**src/rtl/blcr_pkg.sv**
```systemverilog
package blcr_pkg;

    typedef enum logic {
        SPR_LINK  = 1'b0,
        SPR_COUNT = 1'b1
    } spr_sel_e;

    typedef struct packed {
        logic     valid;
        logic     link;
        logic     dec;
        logic     zero_sense;
        spr_sel_e tgt;
    } br_ctl_t;

    typedef struct packed {
        logic     valid;
        spr_sel_e dest;
    } mt_ctl_t;

    function automatic logic cond_eval(input logic dec_en,
                                       input logic is_zero,
                                       input logic zero_sense);
        if (!dec_en)
            return 1'b1;
        return (is_zero == zero_sense);
    endfunction

endpackage

```
**src/rtl/blcr_link_reg.sv**
```systemverilog
module blcr_link_reg
    import blcr_pkg::*;
#(
    parameter int unsigned XLEN       = 64,
    parameter int unsigned INSN_BYTES = 4
) (
    input  logic            clk,
    input  logic            rst,
    input  logic            cap_en,
    input  logic [XLEN-1:0] cia,
    input  logic            mt_hit,
    input  logic [XLEN-1:0] mt_data,
    output logic [XLEN-1:0] lr_q
);
    localparam logic [XLEN-1:0] STEP = XLEN'(INSN_BYTES);

    logic [XLEN-1:0] ret_addr;
    assign ret_addr = cia + STEP;

    always_ff @(posedge clk) begin
        if (rst)
            lr_q <= '0;
        else if (mt_hit)
            lr_q <= mt_data;
        else if (cap_en)
            lr_q <= ret_addr;
    end

    p_link_capture_r2: assert property (@(posedge clk) disable iff (rst)
        (cap_en && !mt_hit) |=> lr_q == $past(cia) + STEP);
    p_mt_wins_link_r6: assert property (@(posedge clk) disable iff (rst)
        mt_hit |=> lr_q == $past(mt_data));
    p_link_hold_r9: assert property (@(posedge clk) disable iff (rst)
        (!cap_en && !mt_hit) |=> $stable(lr_q));
endmodule

```
**src/rtl/blcr_count_reg.sv**
```systemverilog
module blcr_count_reg
    import blcr_pkg::*;
#(
    parameter int unsigned XLEN = 64
) (
    input  logic            clk,
    input  logic            rst,
    input  logic            dec_en,
    input  logic            zero_sense,
    input  logic            mt_hit,
    input  logic [XLEN-1:0] mt_data,
    output logic [XLEN-1:0] ctr_q,
    output logic            ctr_ok
);
    localparam logic [XLEN-1:0] ONE = XLEN'(1);

    logic [XLEN-1:0] ctr_dec;
    logic            dec_zero;

    assign ctr_dec  = ctr_q - ONE;
    assign dec_zero = (ctr_dec == '0);
    assign ctr_ok   = cond_eval(dec_en, dec_zero, zero_sense);

    always_ff @(posedge clk) begin
        if (rst)
            ctr_q <= '0;
        else if (mt_hit)
            ctr_q <= mt_data;
        else if (dec_en)
            ctr_q <= ctr_dec;
    end

    p_ctr_dec_r3: assert property (@(posedge clk) disable iff (rst)
        (dec_en && !mt_hit) |=> ctr_q == $past(ctr_q) - ONE);
    p_mt_wins_ctr_r6: assert property (@(posedge clk) disable iff (rst)
        mt_hit |=> ctr_q == $past(mt_data));
    p_ctr_hold_r9: assert property (@(posedge clk) disable iff (rst)
        (!dec_en && !mt_hit) |=> $stable(ctr_q));
    p_zero_cond_r4: assert property (@(posedge clk) disable iff (rst)
        (dec_en && !mt_hit && ctr_ok && zero_sense) |=> ctr_q == '0);
endmodule

```
**src/rtl/blcr_target_sel.sv**
```systemverilog
module blcr_target_sel
    import blcr_pkg::*;
#(
    parameter int unsigned XLEN = 64
) (
    input  spr_sel_e        sel,
    input  logic [XLEN-1:0] lr_val,
    input  logic [XLEN-1:0] ctr_val,
    output logic [XLEN-1:0] tgt
);
    always_comb begin
        unique case (sel)
            SPR_COUNT: tgt = ctr_val;
            default:   tgt = lr_val;
        endcase
    end
endmodule

```
**src/rtl/blcr_unit.sv**
```systemverilog
module blcr_unit
    import blcr_pkg::*;
#(
    parameter int unsigned XLEN       = 64,
    parameter int unsigned INSN_BYTES = 4
) (
    input  logic            clk,
    input  logic            rst,
    input  logic            br_valid,
    input  logic            br_link,
    input  logic            br_dec,
    input  logic            br_zero_sense,
    input  logic            br_tgt_sel,
    input  logic [XLEN-1:0] cia,
    input  logic            mt_valid,
    input  logic            mt_sel,
    input  logic [XLEN-1:0] mt_data,
    output logic [XLEN-1:0] lr_q,
    output logic [XLEN-1:0] ctr_q,
    output logic            ctr_ok,
    output logic [XLEN-1:0] tgt_addr
);
    br_ctl_t br;
    mt_ctl_t mt;
    logic    mt_link_hit;
    logic    mt_count_hit;

    assign br = '{valid: br_valid, link: br_link, dec: br_dec,
                  zero_sense: br_zero_sense, tgt: spr_sel_e'(br_tgt_sel)};
    assign mt = '{valid: mt_valid, dest: spr_sel_e'(mt_sel)};

    assign mt_link_hit  = mt.valid && (mt.dest == SPR_LINK);
    assign mt_count_hit = mt.valid && (mt.dest == SPR_COUNT);

    blcr_link_reg #(.XLEN(XLEN), .INSN_BYTES(INSN_BYTES)) u_link (
        .clk     (clk),
        .rst     (rst),
        .cap_en  (br.valid && br.link),
        .cia     (cia),
        .mt_hit  (mt_link_hit),
        .mt_data (mt_data),
        .lr_q    (lr_q)
    );

    blcr_count_reg #(.XLEN(XLEN)) u_count (
        .clk        (clk),
        .rst        (rst),
        .dec_en     (br.valid && br.dec),
        .zero_sense (br.zero_sense),
        .mt_hit     (mt_count_hit),
        .mt_data    (mt_data),
        .ctr_q      (ctr_q),
        .ctr_ok     (ctr_ok)
    );

    blcr_target_sel #(.XLEN(XLEN)) u_tgt (
        .sel     (br.tgt),
        .lr_val  (lr_q),
        .ctr_val (ctr_q),
        .tgt     (tgt_addr)
    );

    p_both_update_r7: assert property (@(posedge clk) disable iff (rst)
        (br_valid && br_link && br_dec && !mt_valid)
        |=> (lr_q == $past(cia) + XLEN'(INSN_BYTES)) && (ctr_q == $past(ctr_q) - XLEN'(1)));
    p_reset_r1: assert property (@(posedge clk)
        rst |=> (lr_q == '0) && (ctr_q == '0));
endmodule

```
**config.mk**
```make
export PLATFORM = sky130hd
export DESIGN_NAME = blcr_unit
export DESIGN_NICKNAME = d
export VERILOG_FILES = /design/src/rtl/blcr_pkg.sv /design/src/rtl/blcr_link_reg.sv /design/src/rtl/blcr_count_reg.sv /design/src/rtl/blcr_target_sel.sv /design/src/rtl/blcr_unit.sv
export SDC_FILE = /design/constraint.sdc
export NUM_CORES = 1
export LEC_CHECK = 0
export BUFFER_PORTS_ARGS = -buffer_cell sky130_fd_sc_hd__buf_4
export CORE_MARGIN = 2
export CORE_UTILIZATION = 55
export DETAILED_ROUTE_END_ITERATION = 12
export PLACE_DENSITY = 0.87
export SLEW_MARGIN = 25
export SYNTH_ARGS = -nofsm -noshare
export SYNTH_HDL_FRONTEND = slang
export SYNTH_SLANG_ARGS = --single-unit
```
**constraint.sdc**
```tcl
create_clock -name clk -period 6.25 [get_ports clk]
set_input_delay 0.3125 -clock clk [delete_from_list [all_inputs] [get_ports clk]]
set_output_delay 0.3125 -clock clk [all_outputs]
set_load 0.01 [all_outputs]
```
# Word-level counts from Yosys, hierarchy flattened
# Cells that the tools add are included.
[totals]
input_bits = 137
ff_bits = 128
output_inout_bits = 193
[op_classes]
n_eq_ne = 1
reduce_logical = 7
n_mux = 6
add_sub_neg = 2
n_bitwise = 1
[op_table]
columns = ["op", "count"]
rows = [
  ["2-to-1 mux 64 bit", 5],
  ["adder 64 x 3 -> 64 bit, second input constant", 1],
  ["logical NOT 64 bit", 1],
  ["subtractor 64 x 1 -> 64 bit, second input constant", 1],
  ["logical AND 1 bit", 4],
  ["nonzero test 2 bit", 2],
  ["== test 1 bit", 1],
  ["2-to-1 mux 1 bit", 1],
  ["inverter 1 bit", 1],
]

# Depth between registers and ports, before layout
# Gate-level depths: netlist (run 1).
[logic_depth]
ltp_word = 4
mapped_depth = 12
mapped_depth_nobuf = 10

# Modules after synthesis
# A second synthesis (run 1) with hierarchy kept.
[hier_totals]
hier_cells = 1272
area_unflattened_um2 = 9983.3
[by_module_without_submodules]
columns = ["mod", "area_per_inst_um2", "n_inst", "seq_area_each_um2", "cells_each"]
rows = [
  ["blcr_count_reg", 4439.3, 1, 1281.2, 595],
  ["blcr_link_reg", 4438.0, 1, 1281.2, 602],
  ["blcr_target_sel", 1077.3, 1, 0.0, 71],
  ["blcr_unit", 28.8, 1, 0.0, 4],
]

# Worst setup path after synthesis (run 1)
# No wires, ideal clock.
[synth_path]
path_type = "reg2out"
start = "register u_count.ctr_q[0]"
end = "output ctr_ok"
required_time_ns = 5.938
path_stages_with_launch = 13
arrival_time_ns = 2.912
path_slack_ns = 3.025
path_buffers = 2
path_cell_list = "dfxtp_1 -> inv_1 -> ha_1 -> or3b_2 -> clkbuf_1 -> nor3_2 -> buf_4 -> nand3_1 -> or3b_2 -> a22oi_1 -> nand4_1 -> o31a_1 -> o21ai_1"
[synth_between]
elab_chain_cells = 4
[synth_rtl]
columns = ["item", "line_no", "text"]
rows = [
  ["from (decl)", "blcr_count_reg.sv:12", "output logic [XLEN-1:0] ctr_q,"],
  ["from (signal assigned)", "blcr_count_reg.sv:28", "ctr_q <= mt_data;"],
  ["from (signal assigned)", "blcr_count_reg.sv:30", "ctr_q <= ctr_dec;"],
  ["subtractor 64 x 1 -> 64 bit", "blcr_count_reg.sv:20", "assign ctr_dec = ctr_q - ONE;"],
  ["logical NOT 64 bit", "blcr_count_reg.sv:21", "assign dec_zero = (ctr_dec == '0);"],
  ["== test 1 bit", "blcr_pkg.sv:26", "return (is_zero == zero_sense);"],
  ["2-to-1 mux 1 bit", "blcr_pkg.sv:26", ""],
  ["to (decl)", "blcr_unit.sv:20", "output logic ctr_ok,"],
]
# No other way between the ends.

# Worst setup path in the final report (run 1)
[layout_path]
start = "register u_count.ctr_q[1]"
end = "output ctr_ok"
# The elaborated chain is that of the path after synthesis.

==> results.ini, run 1 <==
[power]
leakagePower_nw=4.803
ir_worst_vdd_v=0.0001868
power_per_cell_area_nw_per_um2=220.5

[yosys]
synthAdderAreaFrac_pct=0.4141
synthSimpleGateAreaFrac_pct=29.74
synth_area_leaders=dfxtp_1, mux2_2, nor2_1, a211oi_1, xnor2_1
avgSynthCellArea_um2=7.650
synth_top_area_share_pct=28.27
synth_seq_cells=128
synthMuxAreaShare_pct=8.502
synth_xor_area_share_pct=10.82
ys_warn_count=0
netlist_instances=1185
synth_top_family_by_area=simple AND/OR/NAND/NOR gates
syn_area_um2=9065
ys_types=61
synthArstFlopShare_pct=0
synth_edf_count=0
yosys.area.top_type=dfxtp_1
ys.flop_type=dfxtp_1
syn_nets=1325
synth-compound-area-share_pct=17.83
ys_seq_area_share_pct=28.27

[drt]
ant_nets=0
drt_wl_total_mm=34.18
dr.first_iter.drc_count=1111
via_per_inst=6.318
vias=10600
dr.pass1.iters=8
drt-wirelength-per-cell_um=20.38
drcViolationCount=0

[placed_design]
portBuffers=329
dp_hpwl_mm=25.14
place_congestion=0.9561

[timing]
maxSlewViolCount=0
hold_viol_final=0
slew_headroom_pct=36.27
clock_skew_ns=0.01160
rsz0062_at_grt=no
worstMarginPinSlew_ns=0.9560
post-route-period-util_pct=70.28
setup_viol=0
period_minus_slack_ns=4.393
fmaxAchievable_ghz=0.2277
tns_ns=0

[clock_tree]
postCtsSetupBuffers=0
root_buffer=clkbuf_16
cts_resized=0
numCtsBuffers=17
cts.sinks=128
clk_pin_slew_worst_paths_ns=0.06
cts_hold_buf=0
cts_buffer_depth=2
tritoncts=built
htreeDepth=4
clkLatencyLatePin_ns=0.42

[floorplan]
fp.dieH_um=132.4
initial_core_util_pct=56.65
num_rows=46
io_pins=330
core_area_um2=16000
die_w_um=132.4
die_area_um2=17520

[finish]
final_util_pct=75.63
final_nets=1588
drive_gt1_share_pct=30.94
filler_cell_count=1240
area_growth_pct=33.50
antenna_cells=0

[critical_path]
path_delay_family=simple AND/OR/NAND/NOR gates
critPathMaxFanout=11
cp_slowest_cell=or3b_2
cp-startpoint=u_count.ctr_q[1]
worstPathArrival_ns=4.08
startpoint_type=flip-flop
timing.rr.start=u_count.ctr_q[1]
rrSetupSlack_ns=2.53
cp_common_cell=or3b_2
path_class=reg2out
endpoint_kind=output pin
critPathMaxStageDelay_ns=0.58
worstPathRequired_ns=5.94
crit_chain=inv_1 -> ha_1 -> or3b_2 -> nor3_2 -> nand3_1 -> or3b_2 -> a22oi_1 -> nand4_1 -> o31a_1 -> o21ai_1 -> buf_4
critPathBufInv=2

[global_routing]
grt_pass1_wl_mm=52.96
grt_pass1_vias=9820
overflow=0
grt_usage_pct=37.28
antenna_found_initial=0
grt_max_degree=115

[min_path]
hold_path_class=in2reg
hold_start=mt_data[48]

[status]
outcome=completed

[job]
drv_cap=0

## sequential cells by signal, indices dropped and copies added (netlist names)
| name | cells |
|---|---|
| u_count.ctr_q | 64 |
| u_link.lr_q | 64 |
## worst paths after layout
| check | endpoint | cells after the start |
|---|---|---|
| worst max-delay path | ctr_ok | 11 |
| worst min-delay path | u_link.lr_q[48] | 3 |
| worst max register to register | u_count.ctr_q[58] | 9 |
| worst min register to register | u_link.lr_q[3] | 2 |
## cell families after synthesis
group           Yosys count
simple gates            528
compound gates          241
flops                   128
xor+xnor                112
buf+inv                 104
mux                      69
fa+ha+maj                 3
## Yosys cell counts (all sizes together), types with 8 or more instances
master,count
xnor2,65
and3,8
mux2,64
a21oi,54
nand2,80
nor4,43
dfxtp,128
clkbuf,77
nand3,35
buf,14
nor2,189
nand3b,12
a311oi,23
or3,42
or4,16
xor2,47
nand4,30
a211oi,84
and4,11
inv,13
nor3,36
o21ai,44
## routing by layer
| metal | vias up | track usage, % | routed length, um |
|---|---|---|---|
| li1 | 4882 | - | - |
| met1 | 5004 | 48.24 | 13810 |
| met2 | 610 | 60.85 | 16040 |
| met3 | 100 | 7.151 | 3144 |
| met4 | 0 | 15.65 | 1188 |
| met5 | - | 0 | 0 |
## power breakdown
part	switching [mW]	total (mW)	internal [mW]	leakage [nW]
clock network	0.376	0.953	0.577	0.265
registers	0.102	0.980	0.879	1.06
logic	0.387	0.735	0.348	3.48
## worst register-to-register path, cell delays in order, from the launching register on
cell and delay, ns:
dfxtp_1 0.39, inv_1 0.12, ha_1 0.24, or3b_2 0.58
nor3_2 0.58, nand3_1 0.31, or4_1 0.58, nor4_1 0.43
xnor2_1 0.11, a211oi_1 0.28
## metrics by stage
step / area [um2] / hold WS (ns) / std cells / setup WS [ns] / total power [mW]
global route: 12100 / 0.1350 / 1677 / 1.611 / 2.769
detailed placement: 11510 / 0.4987 / 1644 / 2.394 / 1.710
finish: 12100 / 0.1273 / 1677 / 1.857 / 2.668
CTS: 12070 / 0.1112 / 1676 / 1.922 / 2.654
floorplan: 9065 / 0.4211 / 1185 / 3.025 / 1.365
global placement: 11510 / 0.4880 / 1644 / 2.469 / 1.698
## area by class of cell
class | instances | area (um2) | area share, %
Multi-Input combinational cell | 953 | 6120 | 50.57
Sequential cell | 128 | 2562 | 21.17
Timing Repair Buffer | 335 | 2539 | 20.98
Clock buffer | 23 | 478.0 | 3.950
Tap cell | 216 | 270.3 | 2.233
Clock inverter | 9 | 83.83 | 0.6927
Inverter | 13 | 48.80 | 0.4032
## cell usage in the layout, fill, tap and decap left out, drive strengths merged, types with 43 or more instances in the layout
master	count
a211oi	84
a21oi	54
buf	335
dfxtp	128
mux2	64
nand2	80
nor2	189
nor4	43
o21ai	44
xnor2	65
xor2	47
No activity file was read; power rests on OpenSTA's default activity.
==> run 2: changes to the inputs <==
--- a/config.mk
+++ b/config.mk
@@ -7,9 +7,9 @@
 export LEC_CHECK = 0
 export BUFFER_PORTS_ARGS = -buffer_cell sky130_fd_sc_hd__buf_4
 export CORE_MARGIN = 2
-export CORE_UTILIZATION = 55
+export CORE_UTILIZATION = 51
 export DETAILED_ROUTE_END_ITERATION = 12
-export PLACE_DENSITY = 0.87
+export PLACE_DENSITY = 0.82
 export SLEW_MARGIN = 25
 export SYNTH_ARGS = -nofsm -noshare
 export SYNTH_HDL_FRONTEND = slang
==> constraint.sdc (replaced) <==
create_clock -name clk -period 4.1 [get_ports clk]
set_input_delay 0.205 -clock clk [delete_from_list [all_inputs] [get_ports clk]]
set_output_delay 0.205 -clock clk [all_outputs]
set_load 0.01 [all_outputs]
==> results.ini, run 2 (synthesized netlist as in run 1, its figures left out) <==
[status]
outcome=completed

[clock_tree]
htreeDepth=4
numCtsBuffers=17
clkLatencyLatePin_ns=0.42
postCtsSetupBuffers=0
tritoncts=built
root_buffer=clkbuf_16
cts_buffer_depth=2
cts.sinks=128
clk_pin_slew_worst_paths_ns=0.06

[power]
leakagePower_nw=4.898
power_per_cell_area_nw_per_um2=348.7
ir_worst_vdd_v=0.0002815
totalPowerFinal_mw=4.280

[floorplan]
die_w_um=137.3
num_rows=48
io_pins=330
core_area_um2=17360
die_area_um2=18860
initial_core_util_pct=52.23
fp.dieH_um=137.3

[timing]
tns_ns=0
period_minus_slack_ns=3.776
clock_skew_ns=0.008926
hold-worst-slack_ns=0.01821
maxSlewViolCount=0
hold_viol_final=0
fin_ws_ns=0.3238
worstMarginPinSlew_ns=1.048
fmaxAchievable_ghz=0.2648
setup_viol=0
rsz0062_at_grt=no
slew_headroom_pct=30.11
post-route-period-util_pct=92.10

[critical_path]
worstPathArrival_ns=3.57
startpoint_type=flip-flop
rrSetupSlack_ns=0.72
critPathMaxFanout=9
path_class=reg2out
endpoint_kind=output pin
worstPathRequired_ns=3.89

[drt]
via_per_inst=6.179
drcViolationCount=0
ant_nets=0
vias=10490
drt-wirelength-per-cell_um=20.46
drt_wl_total_mm=34.73
dr.pass1.iters=6
dr.first_iter.drc_count=843

[finish]
antenna_cells=0
top_regs=u_count.ctr_q (64), u_link.lr_q (64)
finalNonFillerCells=1697
area_growth_pct=35.40
final_nets=1599
design_area_um2=12270
final_cell_mix=buf_4, nor2_1, dfxtp_1
drive_gt1_share_pct=31.59
filler_cell_count=1439
final_common_cell=buf_4
final_util_pct=70.72

[placed_design]
portBuffers=329
dpl.cell_count=1665
dpl_cell_area_um2=11620
place_ws_ns=0.6918
dp_hpwl_mm=25.94
place_congestion=1.045

[global_routing]
grt_pass1_wl_mm=51.66
overflow=0
grt_usage_pct=35.47
grt_pass1_vias=9372
grt_max_degree=107
antenna_found_initial=0

[job]
drv_cap=0

[min_path]
hold_path_class=in2reg

==> run 2: report_power, final <==
part	switching [mW]	internal [mW]
clock	0.581	1.06
combinational	0.598	0.544
sequential	0.153	1.34
total	1.33	2.95
==> run 2: routing by layer <==
metal	up-vias	GRT usage, %	wire (um)
met5	-	0	0
met4	0	11.63	888
met3	76	7.689	3423
met2	582	56.33	16010
met1	4925	47.82	14410
li1	4902	-	-
==> run 2: path summary, 6_finish.rpt <==
path,start,endpoint,cells past startpoint
worst max-delay path,u_count.ctr_q[1],ctr_ok,12
worst min-delay path,mt_data[48],u_link.lr_q[48],3
worst max register to register,u_count.ctr_q[1],u_count.ctr_q[58],10
worst min register to register,u_link.lr_q[49],u_link.lr_q[49],2
==> run 2: critical path, stage by stage (launching register included) <==
cell	delay [ns]
dfxtp_1	0.37
inv_1	0.10
ha_1	0.22
or3b_2	0.58
nor3_4	0.26
buf_4	0.21
nand3_1	0.09
xnor2_1	0.14
o31ai_1	0.38
nand4_1	0.18
o31a_1	0.31
o21ai_1	0.15
buf_4	0.15
==> run 2: layout make-up <==
cell class	count	area (um2)	share of cell area, %
Tap cell	225	281.5	2.294
Timing Repair Buffer	346	2610	21.26
Inverter	13	48.80	0.3976
Multi-Input combinational cell	953	6141	50.03
Clock inverter	10	156.4	1.274
Sequential cell	128	2562	20.88
Clock buffer	22	474.2	3.863
==> run 2: repair_timing <==
item                       CTS  global route
gates resized for setup      0             2
setup endpoints to repair    0             1
hold buffers                 0             0
